==> src/rtl/sram_lane_pkg.sv <==
package sram_lane_pkg;

    localparam int ADDR_W = 16;
    localparam int DATA_W = 16;
    localparam int LANE_W = 8;
    localparam int LANES  = DATA_W / LANE_W;

    typedef enum logic [1:0] {
        PH_IDLE  = 2'd0,
        PH_WRITE = 2'd1,
        PH_HOLD  = 2'd2,
        PH_READ  = 2'd3
    } phase_e;

    typedef struct packed {
        logic [ADDR_W-1:0] addr;
        logic [DATA_W-1:0] wdata;
        logic              we;
        logic [LANES-1:0]  be;
    } req_t;

    typedef struct packed {
        logic [ADDR_W-1:0] addr;
        logic [DATA_W-1:0] dq;
        logic              dq_oe;
        logic              ce_n;
        logic              we_n;
        logic              oe_n;
        logic [LANES-1:0]  lane_n;
    } pins_t;

    // Strobe length in cycles: access time over clock period, rounded up, at least one.
    function automatic int wait_cycles(input int clk_ps, input int acc_ps);
        int n;
        n = (acc_ps + clk_ps - 1) / clk_ps;
        return (n < 1) ? 1 : n;
    endfunction

    function automatic logic [DATA_W-1:0] lane_mask(input logic [LANES-1:0] be);
        logic [DATA_W-1:0] m;
        for (int l = 0; l < LANES; l++) begin
            m[l*LANE_W +: LANE_W] = {LANE_W{be[l]}};
        end
        return m;
    endfunction

    // Pin image for a phase and the command it serves.
    function automatic pins_t pins_for(input phase_e ph, input req_t c);
        pins_t p;
        p.addr   = c.addr;
        p.dq     = c.wdata;
        p.dq_oe  = 1'b0;
        p.ce_n   = 1'b1;
        p.we_n   = 1'b1;
        p.oe_n   = 1'b1;
        p.lane_n = '1;
        case (ph)
            PH_WRITE: begin
                p.ce_n   = 1'b0;
                p.we_n   = 1'b0;
                p.dq_oe  = 1'b1;
                p.lane_n = ~c.be;
            end
            PH_HOLD: begin
                p.dq_oe  = 1'b1;
            end
            PH_READ: begin
                p.ce_n   = 1'b0;
                p.oe_n   = 1'b0;
                p.lane_n = ~c.be;
            end
            default: ;
        endcase
        return p;
    endfunction

endpackage

==> src/rtl/sram_lane_seq.sv <==
module sram_lane_seq
    import sram_lane_pkg::*;
#(
    parameter int WAIT_CYC = 2
) (
    input  logic             clk,
    input  logic             rst,
    input  logic             req_valid,
    input  req_t             req_in,
    output logic             req_ready,
    output phase_e           phase_d,
    output req_t             cmd_d,
    output logic [LANES-1:0] cmd_be_q,
    output logic             rd_done,
    output logic             empty_rd
);

    localparam int CNT_W = (WAIT_CYC > 1) ? $clog2(WAIT_CYC) : 1;
    localparam logic [CNT_W-1:0] CNT_LAST = CNT_W'(WAIT_CYC - 1);

    phase_e           phase_q;
    req_t             cmd_q;
    logic [CNT_W-1:0] cnt_q, cnt_d;
    logic             accept;
    logic             empty;

    assign req_ready = (phase_q == PH_IDLE);
    assign accept    = req_valid && req_ready;
    assign empty     = (req_in.be == '0);
    assign rd_done   = (phase_q == PH_READ) && (cnt_q == '0);
    assign empty_rd  = accept && empty && !req_in.we;
    assign cmd_be_q  = cmd_q.be;

    always_comb begin
        phase_d = phase_q;
        cnt_d   = cnt_q;
        cmd_d   = cmd_q;
        case (phase_q)
            PH_IDLE: begin
                if (accept && !empty) begin
                    cmd_d   = req_in;
                    cnt_d   = CNT_LAST;
                    phase_d = req_in.we ? PH_WRITE : PH_READ;
                end
            end
            PH_WRITE: begin
                if (cnt_q == '0) phase_d = PH_HOLD;
                else             cnt_d   = cnt_q - 1'b1;
            end
            PH_HOLD: begin
                phase_d = PH_IDLE;
            end
            PH_READ: begin
                if (cnt_q == '0) phase_d = PH_IDLE;
                else             cnt_d   = cnt_q - 1'b1;
            end
            default: phase_d = PH_IDLE;
        endcase
    end

    always_ff @(posedge clk) begin
        if (rst) begin
            phase_q <= PH_IDLE;
            cnt_q   <= '0;
            cmd_q   <= '0;
        end else begin
            phase_q <= phase_d;
            cnt_q   <= cnt_d;
            cmd_q   <= cmd_d;
        end
    end

    AST_BUSY_AFTER_ACCEPT: assert property (@(posedge clk) disable iff (rst)
        (req_valid && req_ready && req_in.be != '0) |=> !req_ready);

    AST_EMPTY_STAYS_READY: assert property (@(posedge clk) disable iff (rst)
        (req_valid && req_ready && req_in.be == '0) |=> req_ready);

endmodule

==> src/rtl/sram_lane_pins.sv <==
module sram_lane_pins
    import sram_lane_pkg::*;
(
    input  logic   clk,
    input  logic   rst,
    input  phase_e phase_d,
    input  req_t   cmd_d,
    output pins_t  pins_q
);

    always_ff @(posedge clk) begin
        if (rst) pins_q <= pins_for(PH_IDLE, '0);
        else     pins_q <= pins_for(phase_d, cmd_d);
    end

    AST_OE_NO_DRIVE: assert property (@(posedge clk) disable iff (rst)
        !pins_q.oe_n |-> !pins_q.dq_oe);

    AST_RELEASE_BEFORE_OE: assert property (@(posedge clk) disable iff (rst)
        $fell(pins_q.oe_n) |-> !$past(pins_q.dq_oe));

    AST_WE_WITH_CE: assert property (@(posedge clk) disable iff (rst)
        !pins_q.we_n |-> (!pins_q.ce_n && pins_q.oe_n && pins_q.dq_oe));

    AST_WR_END_TOGETHER: assert property (@(posedge clk) disable iff (rst)
        $rose(pins_q.we_n) |-> (pins_q.ce_n && pins_q.lane_n == '1));

    AST_WR_HOLD: assert property (@(posedge clk) disable iff (rst)
        $rose(pins_q.we_n) |-> (pins_q.dq_oe && $stable(pins_q.addr) && $stable(pins_q.dq)));

    AST_ADDR_STABLE: assert property (@(posedge clk) disable iff (rst)
        (!pins_q.ce_n && !$past(pins_q.ce_n)) |-> $stable(pins_q.addr));

endmodule

==> src/rtl/sram_lane_rdcap.sv <==
module sram_lane_rdcap
    import sram_lane_pkg::*;
(
    input  logic              clk,
    input  logic              rst,
    input  logic              rd_done,
    input  logic              empty_rd,
    input  logic [LANES-1:0]  rd_be,
    input  logic [DATA_W-1:0] dq_i,
    output logic              rsp_valid,
    output logic [DATA_W-1:0] rsp_rdata
);

    always_ff @(posedge clk) begin
        if (rst) begin
            rsp_valid <= 1'b0;
            rsp_rdata <= '0;
        end else begin
            rsp_valid <= rd_done || empty_rd;
            if (rd_done)       rsp_rdata <= dq_i & lane_mask(rd_be);
            else if (empty_rd) rsp_rdata <= '0;
        end
    end

endmodule

==> src/rtl/sram_lane_ctrl.sv <==
module sram_lane_ctrl
    import sram_lane_pkg::*;
#(
    parameter int CLK_PS    = 5000,
    parameter int ACCESS_PS = 10000
) (
    input  logic              clk,
    input  logic              rst,
    input  logic              req_valid,
    output logic              req_ready,
    input  logic [ADDR_W-1:0] req_addr,
    input  logic [DATA_W-1:0] req_wdata,
    input  logic              req_we,
    input  logic [LANES-1:0]  req_be,
    output logic              rsp_valid,
    output logic [DATA_W-1:0] rsp_rdata,
    output logic [ADDR_W-1:0] sram_addr,
    output logic              sram_ce_n,
    output logic              sram_we_n,
    output logic              sram_oe_n,
    output logic              sram_ub_n,
    output logic              sram_lb_n,
    output logic [DATA_W-1:0] sram_dq_o,
    output logic              sram_dq_oe,
    input  logic [DATA_W-1:0] sram_dq_i
);

    localparam int WAIT_CYC = wait_cycles(CLK_PS, ACCESS_PS);

    req_t             req_in;
    req_t             cmd_d;
    phase_e           phase_d;
    logic [LANES-1:0] cmd_be_q;
    logic             rd_done;
    logic             empty_rd;
    pins_t            pins_q;

    assign req_in.addr  = req_addr;
    assign req_in.wdata = req_wdata;
    assign req_in.we    = req_we;
    assign req_in.be    = req_be;

    sram_lane_seq #(.WAIT_CYC(WAIT_CYC)) u_seq (
        .clk       (clk),
        .rst       (rst),
        .req_valid (req_valid),
        .req_in    (req_in),
        .req_ready (req_ready),
        .phase_d   (phase_d),
        .cmd_d     (cmd_d),
        .cmd_be_q  (cmd_be_q),
        .rd_done   (rd_done),
        .empty_rd  (empty_rd)
    );

    sram_lane_pins u_pins (
        .clk     (clk),
        .rst     (rst),
        .phase_d (phase_d),
        .cmd_d   (cmd_d),
        .pins_q  (pins_q)
    );

    sram_lane_rdcap u_rdcap (
        .clk       (clk),
        .rst       (rst),
        .rd_done   (rd_done),
        .empty_rd  (empty_rd),
        .rd_be     (cmd_be_q),
        .dq_i      (sram_dq_i),
        .rsp_valid (rsp_valid),
        .rsp_rdata (rsp_rdata)
    );

    assign sram_addr  = pins_q.addr;
    assign sram_ce_n  = pins_q.ce_n;
    assign sram_we_n  = pins_q.we_n;
    assign sram_oe_n  = pins_q.oe_n;
    assign sram_lb_n  = pins_q.lane_n[0];
    assign sram_ub_n  = pins_q.lane_n[LANES-1];
    assign sram_dq_o  = pins_q.dq;
    assign sram_dq_oe = pins_q.dq_oe;

    AST_CE_NOT_READY: assert property (@(posedge clk) disable iff (rst)
        !sram_ce_n |-> !req_ready);

    AST_RSP_AFTER_READ: assert property (@(posedge clk) disable iff (rst)
        $rose(sram_oe_n) |-> rsp_valid);

    AST_UPPER_MASKED: assert property (@(posedge clk) disable iff (rst)
        (rsp_valid && $past(sram_ub_n)) |-> (rsp_rdata[DATA_W-1:LANE_W] == '0));

    AST_LOWER_MASKED: assert property (@(posedge clk) disable iff (rst)
        (rsp_valid && $past(sram_lb_n)) |-> (rsp_rdata[LANE_W-1:0] == '0));

endmodule

==> config.mk <==
export PLATFORM = sky130hd
export DESIGN_NAME = sram_lane_ctrl
export DESIGN_NICKNAME = d
export VERILOG_FILES = /design/src/rtl/sram_lane_pkg.sv /design/src/rtl/sram_lane_seq.sv /design/src/rtl/sram_lane_pins.sv /design/src/rtl/sram_lane_rdcap.sv /design/src/rtl/sram_lane_ctrl.sv
export SDC_FILE = /design/constraint.sdc
export NUM_CORES = 1
export LEC_CHECK = 0
export BUFFER_PORTS_ARGS = -buffer_cell sky130_fd_sc_hd__buf_2
export CORE_MARGIN = 2
export CORE_UTILIZATION = 46
export DETAILED_ROUTE_END_ITERATION = 16
export PLACE_DENSITY = 0.91
export SLEW_MARGIN = 20
export SYNTH_ARGS = -nofsm -noshare
export SYNTH_HDL_FRONTEND = slang
export SYNTH_SLANG_ARGS = --single-unit
==> constraint.sdc <==
create_clock -name clk -period 1.9 [get_ports clk]
set_clock_uncertainty 0.15 [all_clocks]
set_input_delay 0.38 -clock clk [delete_from_list [all_inputs] [get_ports clk]]
set_output_delay 0.38 -clock clk [all_outputs]
set_load 0.05 [all_outputs]
==> impl_results.md <==
* Status: completed
* Top Usage Layer GRT: met2
* Via count at 2408
* CTS max path bufs at 2
* DIE AREA at 5740 um^2
* Die W at 75.8 um
* Area delta synth->final at 33.0%
* Slew at the pin closest to its max-slew limit at 0.428 ns
* Power Dens Cells at 920 nW/um^2
* Global Route met1 Usage at 29.6%
* Syn Area/Cell at 8.80 um^2
* H-tree depth at 3
* Clock Power Share at 34.1%
* Synth warn at 0
* Vias per cell at 5.40
* Total CTS buffers at 9
* Hold-fix buffers, CTS at 0
* Hold WS at 0.144 ns
* Dpl ws at 0.0420 ns
* Leading cell type in the layout, fill and taps excluded: buf_2
* Synth unique cells at 26
* Final setup TNS at 0 ns
* Max Fanout on Critical Path at 10
* Tmin final at 1.70 ns
* Detailed Place HPWL at 4280 um
* M3 GR Usage at 4.89%
* # setup viols final at 0
* Static leakage at 1.37 nW
* Worst Hold Class: in2reg
* VDD IR-drop max at 0.533 mV
* Share of cells above drive strength 1 at 36.5%
* Area post-placement at 2980 um^2
* Die H at 75.8 um
* First-pass GRT wire length at 9570 um
* Row count at 26
* Total congestion overflow at 0
* DRC at 0
* Mapped Cells at 269
* NetSw at 0.876 mW
* Leading cell types in the layout, fill and taps excluded: buf_2 (109), dfxtp_1 (60), a21oi_1 (36), nand3_1 (35), o21ai_0 (31)
* I/O Buffers at 109
* Worst-path clk slew at 0.06 ns
* Postcts setup bufs at 0
* Final worst path period share at 89.2%
* Worst Path Required at 1.37 ns
* Final wirelength at 6290 um
* Fmax at 590 MHz
* Hold Vio Cnt, Final at 0
* DRT Pass-1 Iters at 4
* Setup CP Type: reg2out
* Sw Share at 30.2%
* Crit path buffers/inverters at 1
* Vias in the first global route at 2019
* Post-route ant nets at 0
* Mapped cell area at 2370 um^2
* Syn nets at 325
* DR WL/cell at 14.1 um
* Final Cell Area at 3150 um^2
* NumNets Final at 427
* I/O pin count at 110
* TritonCTS clock tree: built
* CP max-delay cell: dfxtp_1
* Cell family with most CP delay: flip-flops
* Synthesized flop and latch total at 60
* Fillcell total at 444
* Final Max Slew Viols at 0
* CP peak stage delay at 0.54 ns
* Final core occ at 62.5%
* GRT met2 Usage at 32.0%
* GP Congestion at 0.809
* Worst rel slew slack at 71.4%
* Clk sinks at 60
* CTS resizes at 0
* Initial DRC count at 147
* All-Layer GR Usage at 22.1%
* Initial Util at 47.0%
* Final worst slack at 0.205 ns
* Combinational share of power at 18.9%
* Worst path cell trace: nor2_1, buf_2
* Max-cap viol count at 0
* Floorplan core area at 5040 um^2
* Internal at 2.02 mW
* Setup crit start kind: flip-flop
* Part of the power in registers at 47.0%
* Post-synthesis sequential area ratio at 50.7%
* Root buffer cell: clkbuf_8
* CP Capture Type: primary output
* Antenna violations before repair at 0
* Later-pin clock latency in the skew report at 0.33 ns
* RSZ-0062 raised after global routing: false
* Largest net degree at the start of global routing at 36
* Critical Path AT at 1.17 ns
==> routing by layer <==
metal / wire length [um] / share of wire, %
met5: 0 / 0
met4: 184 / 2.9
met3: 349 / 5.6
met2: 3130 / 50
met1: 2630 / 42
==> cell usage after synthesis, drive strengths merged <==
master   count  area, um^2
o32ai       10        87.6
nor3b        1        12.5
nand3       35         175
nand3b      17         128
a32oi        1        8.76
nor2b        3        18.8
o21ai       32         160
nand2       21        78.8
or3b         1        11.3
ha           2        25.0
clkbuf      21        78.8
nand2b       3        18.8
o2bb2ai      1        8.76
buf          7        53.8
nand4bb      1        11.3
dfxtp       60        1200
nor3         1        16.3
o22ai        6        37.5
inv          2        7.51
a21oi       36         180
or2          1        6.26
xnor2        1        8.76
a21o         3        22.5
nor2         3        11.3
==> state kept, by name (all words and copies together), names as in the netlist, named ones only <==
| name | cells |
|---|---|
| u_seq.cmd_q | 32 |
| u_seq.cnt_q | 1 |
| u_rdcap.rsp_valid | 1 |
| u_rdcap.rsp_rdata | 16 |
| u_seq.phase_q | 1 |
| u_pins.pins_q | 6 |
==> worst register-to-register path, delay by kind of cell, from the launching register on <==
kind / cells / cell delay [ns]
simple gates: 1 / 0.44
flops: 1 / 0.42
buf+inv: 1 / 0.24
compound gates: 2 / 0.33
==> kinds of logic after synthesis <==
family,after synthesis,share of synthesized area (%)
AOI/OAI and AO/OA,89,21.3
and+or+nand+nor,87,20.6
DFF,60,50.7
buffers and inverters,30,5.92
adders and majority gates,2,1.06
xor gates and xnor gates,1,0.370
==> layout make-up <==
class,count,area [um^2],area share [%]
multi-input combinational,179,1040,32.9
antenna,1,2.50,0.0795
sequential,60,1200,38.1
timing repair buffer,119,646,20.5
inverter,2,7.51,0.238
clock inverter,2,10.0,0.318
tap,70,87.6,2.78
clock buffer,13,159,5.05
==> power by group through the flow <==
stage	clock, mW	sequential (mW)	combinational, mW
6_report	0.989	1.36	0.548
5_1_grt	1.07	1.37	0.590
4_1_cts	1.01	1.36	0.548
3_5_place_dp	0	1.39	0.547
3_3_place_gp	0	1.38	0.537
2_1_floorplan	0	1.56	0.206
==> path summary, 6_finish.rpt <==
| path | startpoint | endpoint | slack (ns) | depth (start not counted) |
|---|---|---|---|---|
| worst max-delay path | u_seq.phase_q[0] | req_ready | 0.20 | 2 |
| worst min register to register | u_seq.cmd_q[19] | u_seq.cmd_q[19] | 0.32 | 2 |
| worst max register to register | u_seq.phase_q[0] | u_seq.cmd_q[9] | 0.20 | 4 |
| worst min-delay path | req_addr[3] | u_seq.cmd_q[22] | 0.14 | 3 |
==> metrics by stage <==
stage	total power [mW]	instances
floorplan	1.77	269
global placement	1.92	430
detailed placement	1.93	430
CTS	2.92	445
global route	3.03	445
finish	2.90	446
(Power assumes the default switching activity.)
